File: src/rtl/sys_ctl_pkg.sv
package sys_ctl_pkg;
  // Low status bits: three enable/mode pairs, pushed by two on exception entry
  localparam int unsigned STK_W    = 6;
  localparam int unsigned STK_STEP = 2;
  // Cause layout
  localparam int unsigned CODE_LO  = 2;
  localparam int unsigned CODE_W   = 5;
  localparam int unsigned HW_LO    = 10;
  localparam int unsigned HW_W     = 6;
  localparam logic [31:0] SWI_BITS = 32'h0000_0300;
  // Delay-slot correction applied to the captured PC
  localparam int unsigned SLOT_BYTES = 4;
endpackage

File: src/rtl/sc_rst_sync.sv
module sc_rst_sync (
  input  logic clk,
  input  logic rst_n,
  output logic rst_n_s
);
  logic s0_q, s1_q;

  always_ff @(posedge clk or negedge rst_n) begin
    if (!rst_n) begin
      s0_q <= 1'b0;
      s1_q <= 1'b0;
    end else begin
      s0_q <= 1'b1;
      s1_q <= s0_q;
    end
  end

  assign rst_n_s = s1_q;
endmodule

File: src/rtl/sc_mode_stack.sv
module sc_mode_stack
  import sys_ctl_pkg::*;
#(
  parameter int DATA_W     = 32,
  parameter int IDX_W      = 5,
  parameter int STATUS_IDX = 12
) (
  input  logic              clk,
  input  logic              rst_n,
  input  logic              push,
  input  logic              pop,
  input  logic              wr_ok,
  input  logic [IDX_W-1:0]  wr_idx,
  input  logic [DATA_W-1:0] wr_data,
  output logic [DATA_W-1:0] status_q
);
  logic [DATA_W-1:0] status_d;
  logic              wr_hit;
  logic              status_en;

  assign wr_hit    = wr_ok && (wr_idx == IDX_W'(STATUS_IDX));
  assign status_en = push || pop || wr_hit;

  always_comb begin
    status_d = status_q;
    if (push) begin
      status_d[STK_W-1:0] = {status_q[STK_W-STK_STEP-1:0], {STK_STEP{1'b0}}};
    end else if (pop) begin
      status_d[STK_W-STK_STEP-1:0] = status_q[STK_W-1:STK_STEP];
    end else if (wr_hit) begin
      status_d = wr_data;
    end
  end

  always_ff @(posedge clk or negedge rst_n) begin
    if (!rst_n) begin
      status_q <= '0;
    end else if (status_en) begin
      status_q <= status_d;
    end
  end

  // push shifts the stack by one pair, upper bits untouched
  p_push_r2: assert property (@(posedge clk) disable iff (!rst_n)
    push |=> (status_q[5:0] == {$past(status_q[3:0]), 2'b00}) &&
             (status_q[DATA_W-1:6] == $past(status_q[DATA_W-1:6])));

  // pop restores the previous pair, bits above 3 untouched
  p_pop_r3: assert property (@(posedge clk) disable iff (!rst_n)
    (pop && !push) |=> (status_q[3:0] == $past(status_q[5:2])) &&
                       (status_q[DATA_W-1:4] == $past(status_q[DATA_W-1:4])));
endmodule

File: src/rtl/sc_cause.sv
module sc_cause
  import sys_ctl_pkg::*;
#(
  parameter int DATA_W = 32
) (
  input  logic              clk,
  input  logic              rst_n,
  input  logic              exc_take,
  input  logic [CODE_W-1:0] exc_code,
  input  logic              exc_in_delay,
  input  logic              wr_hit,
  input  logic [DATA_W-1:0] wr_data,
  input  logic [DATA_W-1:0] status_q,
  input  logic [HW_W-1:0]   hw_pend,
  output logic [DATA_W-1:0] cause_view,
  output logic              irq_req
);
  localparam logic [DATA_W-1:0] HW_MASK =
    {{(DATA_W-HW_LO-HW_W){1'b0}}, {HW_W{1'b1}}, {HW_LO{1'b0}}};
  localparam logic [DATA_W-1:0] SWI_MASK = DATA_W'(SWI_BITS);

  logic [DATA_W-1:0] cause_q, cause_d;
  logic              cause_en;
  logic              irq_d;

  assign cause_en = exc_take || wr_hit;

  always_comb begin
    cause_d = cause_q;
    if (exc_take) begin
      cause_d[CODE_LO +: CODE_W] = exc_code;
      cause_d[DATA_W-1]          = exc_in_delay;
    end else if (wr_hit) begin
      cause_d = wr_data & ~HW_MASK;
    end
  end

  assign irq_d = wr_hit && !exc_take && status_q[0] &&
                 (|(wr_data & status_q & SWI_MASK));

  always_ff @(posedge clk or negedge rst_n) begin
    if (!rst_n) begin
      cause_q <= '0;
    end else if (cause_en) begin
      cause_q <= cause_d;
    end
  end

  always_ff @(posedge clk or negedge rst_n) begin
    if (!rst_n) begin
      irq_req <= 1'b0;
    end else begin
      irq_req <= irq_d;
    end
  end

  assign cause_view = cause_q |
    {{(DATA_W-HW_LO-HW_W){1'b0}}, hw_pend, {HW_LO{1'b0}}};

  // entry loads code and delay flag
  p_code_r7: assert property (@(posedge clk) disable iff (!rst_n)
    exc_take |=> (cause_q[CODE_LO +: CODE_W] == $past(exc_code)) &&
                 (cause_q[DATA_W-1] == $past(exc_in_delay)));

  // the stored pending field never holds a software value
  p_clear_r4: assert property (@(posedge clk) disable iff (!rst_n)
    cause_q[HW_LO +: HW_W] == '0);

  // a request only follows an accepted cause write
  p_irq_src_r5: assert property (@(posedge clk) disable iff (!rst_n)
    irq_req |-> $past(wr_hit));
endmodule

File: src/rtl/sc_gp_bank.sv
module sc_gp_bank
  import sys_ctl_pkg::*;
#(
  parameter int DATA_W     = 32,
  parameter int IDX_W      = 5,
  parameter int STATUS_IDX = 12,
  parameter int CAUSE_IDX  = 13,
  parameter int EPC_IDX    = 14,
  localparam int NREG      = 1 << IDX_W
) (
  input  logic                         clk,
  input  logic                         rst_n,
  input  logic                         wr_ok,
  input  logic [IDX_W-1:0]             wr_idx,
  input  logic [DATA_W-1:0]            wr_data,
  input  logic                         cap,
  input  logic                         cap_in_delay,
  input  logic [DATA_W-1:0]            cap_pc,
  output logic [NREG-1:0][DATA_W-1:0]  bank_q
);
  for (genvar gi = 0; gi < NREG; gi++) begin : g_reg
    if (gi == STATUS_IDX || gi == CAUSE_IDX) begin : g_special
      assign bank_q[gi] = '0;
    end else if (gi == EPC_IDX) begin : g_epc
      logic [DATA_W-1:0] epc_q, epc_d;
      logic              epc_en;

      assign epc_en = cap || (wr_ok && (wr_idx == IDX_W'(gi)));

      always_comb begin
        if (cap) begin
          epc_d = cap_in_delay ? (cap_pc - DATA_W'(SLOT_BYTES)) : cap_pc;
        end else begin
          epc_d = wr_data;
        end
      end

      always_ff @(posedge clk or negedge rst_n) begin
        if (!rst_n) begin
          epc_q <= '0;
        end else if (epc_en) begin
          epc_q <= epc_d;
        end
      end

      assign bank_q[gi] = epc_q;

      // captured PC corrected for the delay slot
      p_epc_r8: assert property (@(posedge clk) disable iff (!rst_n)
        cap |=> epc_q == ($past(cap_in_delay) ? ($past(cap_pc) - 32'd4)
                                              : $past(cap_pc)));
    end else begin : g_plain
      logic [DATA_W-1:0] val_q;
      logic              val_en;

      assign val_en = wr_ok && (wr_idx == IDX_W'(gi));

      always_ff @(posedge clk) begin
        if (val_en) begin
          val_q <= wr_data;
        end
      end

      assign bank_q[gi] = val_q;
    end
  end
endmodule

File: src/rtl/sys_ctl_bank.sv
module sys_ctl_bank
  import sys_ctl_pkg::*;
#(
  parameter int DATA_W     = 32,
  parameter int IDX_W      = 5,
  parameter int STATUS_IDX = 12,
  parameter int CAUSE_IDX  = 13,
  parameter int EPC_IDX    = 14
) (
  input  logic              clk,
  input  logic              rst_n,
  input  logic              wr_en,
  input  logic [IDX_W-1:0]  wr_idx,
  input  logic [DATA_W-1:0] wr_data,
  input  logic [IDX_W-1:0]  rd_idx,
  output logic [DATA_W-1:0] rd_data,
  input  logic              ret_exc,
  input  logic              exc_take,
  input  logic [4:0]        exc_code,
  input  logic              exc_in_delay,
  input  logic [DATA_W-1:0] exc_pc,
  input  logic [5:0]        hw_pend,
  output logic              irq_req
);
  localparam int NREG = 1 << IDX_W;

  logic                        rst_n_s;
  logic                        wr_ok;
  logic                        pop;
  logic                        cause_hit;
  logic [DATA_W-1:0]           status_q;
  logic [DATA_W-1:0]           cause_view;
  logic [NREG-1:0][DATA_W-1:0] bank_q;

  // Exception entry beats return; either strobe drops a same-cycle write
  assign wr_ok     = wr_en && !exc_take && !ret_exc;
  assign pop       = ret_exc && !exc_take;
  assign cause_hit = wr_ok && (wr_idx == IDX_W'(CAUSE_IDX));

  sc_rst_sync u_rst (
    .clk     (clk),
    .rst_n   (rst_n),
    .rst_n_s (rst_n_s)
  );

  sc_mode_stack #(
    .DATA_W     (DATA_W),
    .IDX_W      (IDX_W),
    .STATUS_IDX (STATUS_IDX)
  ) u_stack (
    .clk      (clk),
    .rst_n    (rst_n_s),
    .push     (exc_take),
    .pop      (pop),
    .wr_ok    (wr_ok),
    .wr_idx   (wr_idx),
    .wr_data  (wr_data),
    .status_q (status_q)
  );

  sc_cause #(
    .DATA_W (DATA_W)
  ) u_cause (
    .clk          (clk),
    .rst_n        (rst_n_s),
    .exc_take     (exc_take),
    .exc_code     (exc_code),
    .exc_in_delay (exc_in_delay),
    .wr_hit       (cause_hit),
    .wr_data      (wr_data),
    .status_q     (status_q),
    .hw_pend      (hw_pend),
    .cause_view   (cause_view),
    .irq_req      (irq_req)
  );

  sc_gp_bank #(
    .DATA_W     (DATA_W),
    .IDX_W      (IDX_W),
    .STATUS_IDX (STATUS_IDX),
    .CAUSE_IDX  (CAUSE_IDX),
    .EPC_IDX    (EPC_IDX)
  ) u_bank (
    .clk          (clk),
    .rst_n        (rst_n_s),
    .wr_ok        (wr_ok),
    .wr_idx       (wr_idx),
    .wr_data      (wr_data),
    .cap          (exc_take),
    .cap_in_delay (exc_in_delay),
    .cap_pc       (exc_pc),
    .bank_q       (bank_q)
  );

  always_comb begin
    if (rd_idx == IDX_W'(STATUS_IDX)) begin
      rd_data = status_q;
    end else if (rd_idx == IDX_W'(CAUSE_IDX)) begin
      rd_data = cause_view;
    end else begin
      rd_data = bank_q[rd_idx];
    end
  end

  // live pending lines visible on every cause read
  p_hwview_r4: assert property (@(posedge clk) disable iff (!rst_n_s)
    (rd_idx == IDX_W'(CAUSE_IDX)) |-> (rd_data[HW_LO +: HW_W] == hw_pend));
endmodule

File: config.mk
export PLATFORM = sky130hd
export DESIGN_NAME = sys_ctl_bank
export DESIGN_NICKNAME = d
export VERILOG_FILES = /design/src/rtl/sys_ctl_pkg.sv /design/src/rtl/sc_rst_sync.sv /design/src/rtl/sc_mode_stack.sv /design/src/rtl/sc_cause.sv /design/src/rtl/sc_gp_bank.sv /design/src/rtl/sys_ctl_bank.sv
export SDC_FILE = /design/constraint.sdc
export NUM_CORES = 1
export LEC_CHECK = 0
export BUFFER_PORTS_ARGS = -buffer_cell sky130_fd_sc_hd__buf_2
export CAP_MARGIN = 20
export CORE_MARGIN = 2
export CORE_UTILIZATION = 25
export CTS_CLUSTER_DIAMETER = 80
export DETAILED_ROUTE_END_ITERATION = 10
export PLACE_DENSITY_LB_ADDON = 0.15
export SLEW_MARGIN = 20
export SYNTH_ARGS = -nofsm -noshare
export SYNTH_HDL_FRONTEND = slang
export SYNTH_HIERARCHICAL = 1
export SYNTH_SLANG_ARGS = --single-unit
export TNS_END_PERCENT = 30
File: constraint.sdc
create_clock -name clk -period 3.6 [get_ports clk]
set_clock_uncertainty 0.2 [all_clocks]
set_input_delay 0.72 -clock clk [delete_from_list [all_inputs] [get_ports clk]]
set_output_delay 0.72 -clock clk [all_outputs]
set_load 0.01 [all_outputs]
# Word level (Yosys, flattened, before mapping)
# Index checks and enable logic that the tools add are counted.
[totals] reg_bits=1021 input_bits=91 out_inout_bits=33
[op_classes] n_addsub=1 magnitude_cmp=1 n_eq_ne=34 mux=13 bitwise=4 reduce_logical=54
[op_table] cell="$mux 32" n=6
[op_table] cell="$bmux 32 s5" n=1
[op_table] cell="$eq 5x5->1 const B" n=16
[op_table] cell="$eq 5x4->1 const B" n=10
[op_table] cell="$logic_and 1x1->1" n=38
[op_table] cell="$or 32x16->32" n=1
[op_table] cell="$sub 32x3->32 const B" n=1
[op_table] cell="$eq 5x3->1 const B" n=4
[op_table] cell="$mux 6" n=2
[op_table] cell="$and 10x10->10" n=1
[op_table] cell="$eq 5x2->1 const B" n=2
[op_table] cell="$lt 5x6->1 const B" n=1
[op_table] cell="$reduce_and 3->1" n=2
[op_table] cell="$eq 5x1->1 const B" n=1
[op_table] cell="$logic_not 5->1" n=1
[op_table] cell="$mux 5" n=1
[op_table] cell="$logic_or 1x1->1" n=4
[op_table] cell="$mux 4" n=1
[op_table] cell="$reduce_and 2->1" n=2
[op_table] cell="$reduce_and 4->1" n=1
[op_table] cell="$reduce_bool 2->1" n=2
[op_table] cell="$reduce_bool 3->1" n=1
[op_table] cell="$logic_not 1->1" n=2
[op_table] cell="$mux 2" n=1
[op_table] cell="other kinds (4)" n=5

# Depth between registers and ports, before layout
# Gate-level depths: netlist (run 1).
[logic_depth] depth_word=7 depth_mapped=11

# Hierarchy
# The synthesis (run 1) kept the hierarchy.
[by_module_without_submodules] module="sc_gp_bank" n_inst=1 cells_each=1291 area_per_inst_um2=30774.5 seq_area_each_um2=28667.5
[by_module_without_submodules] module="sys_ctl_bank" n_inst=1 cells_each=841 area_per_inst_um2=9251.4 seq_area_each_um2=0.0
[by_module_without_submodules] module="sc_mode_stack" n_inst=1 cells_each=95 area_per_inst_um2=1435.1 seq_area_each_um2=800.8
[by_module_without_submodules] module="sc_cause" n_inst=1 cells_each=78 area_per_inst_um2=1203.7 seq_area_each_um2=675.6
[by_module_without_submodules] module="sc_rst_sync" n_inst=1 cells_each=3 area_per_inst_um2=53.8 seq_area_each_um2=50.0

# Worst setup path after synthesis (run 1)
# OpenSTA, ideal clock, no wires.
[synth_path] path_kind="input -> register" from="input exc_take" to="register u_bank.g_reg[7].g_plain.val_q[0], enable pin" setup_ns=0.421 t_arrival_ns=3.177 required_ns=2.979 slack_ns=-0.198 stages=4 n_path_buf=0 path_cell_list="nor3b_1 -> nor2b_1 -> nand3_1 -> nor2_1"
[synth_via] elab_chain_len=4
[synth_rtl] item="start, declared" line="sys_ctl_bank.sv:18" rtl="input logic exc_take,"
[synth_rtl] item="$logic_not 1->1" line="sys_ctl_bank.sv:36" rtl="assign wr_ok = wr_en && !exc_take && !ret_exc;"
[synth_rtl] item="$logic_and 1x1->1 (2 in series)" line="sys_ctl_bank.sv:36"
[synth_rtl] item="$logic_and 1x1->1" line="sc_gp_bank.sv:56" rtl="assign val_en = wr_ok && (wr_idx == IDX_W'(gi));"
[synth_rtl] item="via u_bank.g_reg[7].g_plain.val_en" line="sc_gp_bank.sv:54" rtl="logic val_en;"
[synth_rtl] item="end signal, assigned" line="sc_gp_bank.sv:60" rtl="val_q <= wr_data;"
[synth_rtl] item="end, declared" line="sc_gp_bank.sv:53" rtl="logic [DATA_W-1:0] val_q;"
# The timed path passes the listed nets, and every way through them passes these cells.
# A chain may end at the register's enable or synchronous reset.

# Final worst setup path (run 1)
[layout_path] from="input rd_idx[0]" to="output rd_data[25]"
[layout_via] elab_chain_len=4 word_cells_on_any_way=6 cone_classes="eq/ne (2); mux (4)"
[layout_rtl] item="start, declared" line="sys_ctl_bank.sv:15" rtl="input logic [IDX_W-1:0] rd_idx,"
[layout_rtl] item="$bmux 32 s5" line="sys_ctl_bank.sv:101" rtl="rd_data = bank_q[rd_idx];"
[layout_rtl] item="$mux 32 (not written as such)" line="sys_ctl_bank.sv:101"
[layout_rtl] item="$mux 32" line="sys_ctl_bank.sv:98" rtl="end else if (rd_idx == IDX_W'(CAUSE_IDX)) begin"
[layout_rtl] item="$mux 32 *" line="sys_ctl_bank.sv:96" rtl="if (rd_idx == IDX_W'(STATUS_IDX)) begin"
[layout_rtl] item="end, declared" line="sys_ctl_bank.sv:16" rtl="output logic [DATA_W-1:0] rd_data,"
# Every way passes the cells marked *; elsewhere a longest branch is shown, timed or not. The select of a mux whose other input is x is not followed.

==> flow_metrics.tcl, run 1 <==
set metrics [dict create \
    cp_max_fo 6 \
    io_buffers 123 \
    cts.sinks 1021 \
    drc 0 \
    maxCapViolations 0 \
    setup_viol 4 \
    ir_worst_vdd_v 0.000374 \
    num_vias 23800 \
    cts_inserted_buffers 113 \
    dp_cells 4729 \
    postRouteAntennaNets 0 \
    critical_path_required_ns 2.68 \
    grtUsageTotal_pct 16.5 \
    top_usage_layer "met2" \
    status "finished with violations" \
    grt_use_met1_pct 21.1 \
    worstSetupEndpoint "rd_data[25]" \
    grt.overflow.total 0 \
    fin_ws_ns -0.0327 \
    initial_utilization_pct 25.2 \
    post_drt_wl_per_cell_um 29.1 \
    avgSynthCellArea_sq_um 18.5 \
    drive_above_1_share_pct 33.8 \
    p_leak_nw 18.0 \
    fmax_mhz 275 \
    synthToLayoutAreaGrowth_pct 23.2 \
    hold_class "flop to asynchronous set/reset pin" \
    cts-root-buf "clkbuf_16" \
    hold_violations 0 \
    grt_pass1_vias 24800 \
    ys_warn_count 6 \
    core_sq_mm 0.169 \
    viasPerCell 4.79 \
    h-tree-depth 3 \
    drt_iter0_markers 1906 \
    io_pins 124 \
    fin_nets 2742 \
    clk_latency_ns 0.74 \
    die_x_um 417 \
    gr-usage-met2_pct 28.9 \
    stdcell_count 4971 \
    place_congestion 0.787 \
    tightest_slew_ns 0.898 \
    die_h_um 417 \
    synthCells 2307 \
    grt_pass1_wl_um 201000 \
    crit_start "rd_idx[0]" \
    r2r_cells 2 \
    clockBufferDepth 3 \
    synth_area_sq_mm 0.0427 \
    regToRegStartpoint "u_stack/status_q[2]$_DFFE_PN0P_" \
    worst-setup-path-type "primary input to output pin" \
    r2r_slack_ns 2.26 \
    rows 151 \
    violations "negative setup slack" \
    antenna_found_initial 29 \
    min_period_ns 3.63 \
    endpoint_kind "output pin" \
    cts_tree "yes" \
    dr.pass1.iters 5 \
    final.fill_count 16300 \
    wirelength_um 145000 \
    die_area_sq_mm 0.174 \
    grt_max_degree 90 \
    timing.final.crit_share_pct 101 \
    drv_slew 0 \
    power-per-cell-area_mw_per_mm2 507 \
    clk_pin_slew_worst_paths_ns 0.06 \
    cp-start-kind "primary input" \
    r2r_end "u_stack/status_q[0]$_DFFE_PN0P_" \
    max-slew-margin-rel_pct 40.1 \
    cp.arrival_ns 2.71 \
    final_util_pct 31.1 \
    use_met3_pct 2.24 \
    rsz0062_at_grt "true" \
    dpl.hpwl_um 92300 \
]
==> how the worst min path moves through the flow <==
| stage | slack, ns | depth (start not counted) | end | from |
|---|---|---|---|---|
| after floorplan | 0.13 | 0 | u_rst/rst_n_s$_DFF_PN0_ | u_rst/s0_q$_DFF_PN0_ |
| after global placement | 0.05 | 0 | u_bank/g_reg[14].g_epc.epc_q[28]$_DFFE_PN0P_ | u_rst/rst_n_s$_DFF_PN0_ |
| after detailed placement | 0.05 | 0 | u_bank/g_reg[14].g_epc.epc_q[28]$_DFFE_PN0P_ | u_rst/rst_n_s$_DFF_PN0_ |
| final | 0.05 | 0 | u_bank/g_reg[14].g_epc.epc_q[28]$_DFFE_PN0P_ | u_rst/rst_n_s$_DFF_PN0_ |
| after CTS | 0.005 | 3 | u_cause/cause_q[5]$_DFFE_PN0P_ | exc_code[3] |
| after global routing | 0.03 | 3 | u_cause/cause_q[2]$_DFFE_PN0P_ | exc_code[0] |
==> worst max-delay path, stage by stage <==
cell and delay [ns]:
buf_16 0.13, buf_16 0.13, buf_12 0.12, buf_8 0.12, and2_4 0.16, buf_12 0.15, a22oi_2 0.21, a21boi_1 0.10
o221a_2 0.28, nor3_4 0.36, buf_2 0.21
==> stage by stage <==
step	instance area (sq um)	hold WS (ns)	power, W	setup WS [ns]	TNS [ns]
2_1_floorplan	42900	0.131	0.0143	-0.198	-65.49
3_3_place_gp	47800	0.0479	0.0152	-0.385	-6.09
3_5_place_dp	47800	0.0492	0.0153	-0.367	-6.24
4_1_cts	52200	0.00469	0.0270	-0.0851	-0.742
5_1_grt	52600	0.0319	0.0276	-0.0941	-0.860
6_report	52600	0.0471	0.0267	-0.0327	-0.0743
==> sequential cells by signal, summed over array words and instances, names as in the netlist <==
signal,cells
u_bank/g.g_epc.epc_q,32
u_bank/g.g_plain.val_q,928
u_cause/cause_q,26
u_cause/irq_req,1
u_rst/rst_n_s,1
u_rst/s0_q,1
u_stack/status_q,32
==> where the power goes <==
part | internal (W) | switching [W] | leakage [nW]
registers | 0.0130 | 0.0000809 | 9.52
logic | 0.000885 | 0.00113 | 6.61
clock network | 0.00663 | 0.00489 | 1.82
==> routing by layer <==
layer / vias up / wire length (um)
li1: 10100 / -
met1: 12900 / 61500
met2: 542 / 74000
met3: 225 / 5200
met4: 22 / 3850
met5: - / 130
==> placed cells by master, fill, tap and decap left out, types with 27 or more instances in the layout <==
cell type,instances
mux2_4,44
a22oi_1,55
a211oi_1,27
a21oi_1,42
mux2i_1,181
buf_2,104
and3_1,37
buf_12,63
clkbuf_16,116
edfxtp_1,928
nand2_1,39
nor2_4,29
nor2_1,45
buf_4,167
dfrtp_1,92
conb_1,64
mux4_2,210
==> final cells by class <==
cell class / instances / area, sq um / area share [%]
sequential: 1021 / 30200 / 57.4
tap: 2218 / 2780 / 5.27
clock inverter: 61 / 571 / 1.08
timing repair buffer: 378 / 3770 / 7.17
antenna: 4 / 10.0 / 0.0190
inverter: 18 / 68.8 / 0.131
clock buffer: 153 / 3140 / 5.97
multi-input combinational: 1118 / 12100 / 23.0
==> timing repair <==
action                     in CTS  in global routing
cloned                          5                  2
gates resized for setup       109                 39
pin swaps                      31                 21
setup buffers                   9                 17
hold endpoints to repair        2                  0
hold buffers                    1                  0
setup endpoints to repair      32                 32
Power figures use the tool's default switching activity.
==> run 2, diff against run 1 <==
--- a/config.mk
+++ b/config.mk
@@ -5,12 +5,15 @@
 export SDC_FILE = /design/constraint.sdc
 export NUM_CORES = 1
 export LEC_CHECK = 0
+export ABC_AREA = 1
 export BUFFER_PORTS_ARGS = -buffer_cell sky130_fd_sc_hd__buf_2
 export CAP_MARGIN = 20
 export CORE_MARGIN = 2
 export CORE_UTILIZATION = 25
 export CTS_CLUSTER_DIAMETER = 80
 export DETAILED_ROUTE_END_ITERATION = 10
+export GPL_TIMING_DRIVEN = 0
+export HOLD_SLACK_MARGIN = 0.15
 export PLACE_DENSITY_LB_ADDON = 0.15
 export SLEW_MARGIN = 20
 export SYNTH_ARGS = -nofsm -noshare
==> flow_metrics.tcl, run 2 <==
set metrics [dict create \
    r2r_end "u_bank/g_reg[14].g_epc.epc_q[16]$_DFFE_PN0P_" \
    setup_viol 1 \
    hold_end "u_rst/rst_n_s$_DFF_PN0_" \
    cts_inserted_buffers 119 \
    cp_max_fo 10 \
    multi_input_area_sq_mm 0.0132 \
    hold_class "flop to flop" \
    place_congestion 0.865 \
    rows 157 \
    combinationalPowerShare_pct 9.5 \
    final_util_pct 30.9 \
    critPathBufInv 5 \
    dp_cells 7357 \
    synthMuxAreaShare_pct 0 \
    regArea_sq_mm 0.0302 \
    endpoint_kind "output pin" \
    synthAdderAreaFrac_pct 0.0271 \
    antenna_found_initial 16 \
    netSwitchingFraction_pct 25.6 \
    drt_iter0_markers 3153 \
    fin_ws_ns -0.0446 \
    wirelength_um 186000 \
    power-per-cell-area_mw_per_mm2 485 \
    cts-root-buf "clkbuf_16" \
    largest_reg_flops 928 \
    yosys.area.top_type "edfxtp_1" \
    grt_pass1_vias 33000 \
    final.fill_count 19000 \
    cp_top_family "buffers and inverters" \
    dpl.hpwl_um 132000 \
    post_drt_wl_per_cell_um 24.4 \
    viasPerCell 4.47 \
    hold_violations 0 \
    grtUsageTotal_pct 19.7 \
    placed_area_sq_mm 0.0515 \
    clockBufferDepth 3 \
    final_common_cell "nand2_1" \
    grt_pass1_wl_um 258000 \
    r2r_slack_ns 1.89 \
    cp_num_cells 12 \
    maxCapViolations 0 \
    stdcell_count 7603 \
    final_area_sq_mm 0.0566 \
    ys_warn_count 6 \
    min_period_ns 3.64 \
    h-tree-depth 3 \
    timing.final.crit_share_pct 101 \
    synth_cell_types 47 \
    p_seq_share_pct 47.8 \
    grt_max_degree 47 \
    cp-start-kind "primary input" \
    synth_xor_area_share_pct 0.133 \
    synth.most_common_cell "nand2_1" \
    regMostFlops "u_bank/g.g_plain.val_q" \
    worst-setup-path-type "primary input to output pin" \
    regToRegStartpoint "u_rst/rst_n_s$_DFF_PN0_" \
    ys_ff_latch 1021 \
    drive_above_1_share_pct 16.7 \
    fmax_mhz 274 \
    synth_compound_area_share_pct 3.51 \
    die_area_sq_mm 0.188 \
    io_buffers 115 \
    synthCells 4659 \
    hold_depth 0 \
    synth_top_family_by_area "simple AND/OR/NAND/NOR gates" \
    io_pins 124 \
    clockPowerShare_pct 42.6 \
    num_vias 34000 \
    critPathMaxStageDelay_ns 0.22 \
    synthFlopType "edfxtp_1" \
    cts_tree "yes" \
    top_regs "u_bank/g.g_plain.val_q: 928 flops, u_bank/g.g_epc.epc_q: 32 flops, u_stack/status_q: 32 flops" \
    yosys-top-cells-area "edfxtp_1 60%, nand2_1 14%, dfrtp_1 5.0%" \
    critical_path_required_ns 2.68 \
    postRouteAntennaNets 0 \
    cts.sinks 1021 \
    crit_path_cell_trace "buf_4 -> buf_12 -> nor2_4 -> buf_12 -> buf_8 -> nand2_1 -> nand3_1 -> nand3_1 -> nand2_1 -> nand3_2 -> a21oi_2 -> buf_2" \
    ir_worst_vdd_v 0.000384 \
    p_leak_nw 23.2 \
    fin_nets 5135 \
    synth_common_cells "1,666 x nand2_1, 928 x edfxtp_1, 480 x inv_1" \
    p_switching_w 0.00702 \
    seq_area_frac_synth_pct 65.5 \
    max-slew-margin-rel_pct 23.9 \
    violations "negative setup slack" \
    core_sq_mm 0.183 \
    dr.pass1.iters 7 \
    cp.arrival_ns 2.72 \
    avgSynthCellArea_sq_um 9.90 \
    drv_slew 0 \
    synthToLayoutAreaGrowth_pct 22.7 \
    grt.overflow.total 0 \
    drc 0 \
    clk_pin_slew_worst_paths_ns 0.06 \
    r2r_cells 3 \
    min_from "u_rst/s0_q$_DFF_PN0_" \
    die_h_um 434 \
    final_cell_mix "1,655 x nand2_1, 928 x edfxtp_1, 471 x inv_1" \
    synth_top_area_share_pct 60.4 \
    async_flop_share_pct 9.11 \
    clk_latency_ns 0.76 \
    die_x_um 434 \
    initial_utilization_pct 25.2 \
    synth-edff-count 928 \
    synth_area_sq_mm 0.0461 \
    rsz0062_at_grt "true" \
    synthSimpleGateAreaFrac_pct 22.9 \
    p_int_w 0.0204 \
    status "finished with violations" \
    tightest_slew_ns 1.14 \
    slowest_stage "a21oi_2" \
]
-- run 2: worst register-to-register path, delay by kind of cell, from the launching register on --
family   cells  cell delay [ns]
flops        1             0.41
buf+inv      3             1.16
-- run 2: cell type report --
class                   count  share of cell area [%]
flip-flops and latches   1021                    53.4
plain buffers             297                    4.29
multi-input cells        2906                    23.3
clock buffers             159                    5.66
clock inverters            54                   0.829
well taps                2464                    5.45
inverters                 497                    3.35
diodes                      4                  0.0177
repair buffers            201                    3.75
-- run 2: power by group through the flow --
stage,Combinational [W],Clock (W),Sequential (W)
3_3_place_gp,0.00239,0,0.0134
5_1_grt,0.00282,0.0123,0.0131
2_1_floorplan,0.00114,0,0.0133
3_5_place_dp,0.00245,0,0.0134
4_1_cts,0.00262,0.0119,0.0131
6_report,0.00261,0.0117,0.0131
-- run 2: worst max-delay path by stage --
stage                         start                                           to
after global routing      rd_idx[0]                                   rd_data[3]
after detailed placement   exc_take  u_bank/g_reg[8].g_plain.val_q[27]$_DFFE_PP_
after floorplan            exc_take   u_bank/g_reg[4].g_plain.val_q[0]$_DFFE_PP_
final                     rd_idx[1]                                  rd_data[25]
after CTS                 rd_idx[0]                                   rd_data[4]
after global placement     exc_take  u_bank/g_reg[4].g_plain.val_q[22]$_DFFE_PP_
-- run 2: stage by stage --
step	setup WS [ns]	TNS [ns]	hold WS (ns)	total power (W)
after floorplan	-0.469	-25.99	0.131	0.0145
after global placement	-4.22	-2937.61	0.134	0.0158
after detailed placement	-1.36	-738.28	-0.0548	0.0158
after CTS	-0.0500	-0.0679	0.150	0.0277
after global routing	-0.0283	-0.105	0.185	0.0283
final	-0.0446	-0.0446	0.160	0.0274
-- run 2: what timing repair did --
item | CTS | global route
pin swaps | 13 | 7
endpoints found under the setup margin | 450 | 28
resized for setup | 320 | 54
cloned | 1 | 0
hold buffers | 22 | 0
endpoints found under the hold margin | 26 | 0
setup buffers | 5 | 2
-- run 2: layer usage --
layer  wire, um  part of all wire, %  global-route usage [%]  vias up
met5         70                0.038                       0        -
met2      89600                   48                    33.2      943
li1           -                    -                       -    15900
met1      80000                   43                    26.0    16900
met3       9560                  5.1                    2.62      232
met4       6580                  3.5                    6.34       12
-- run 2: logic make-up after synthesis --
logic type,count (synthesis)
AND/OR/NAND/NOR,2547
adder cells (fa/ha/maj),1
XOR/XNOR,7
flip-flops,1021
other,2
AO/OA/AOI/OAI,286
buffers and inverters,795
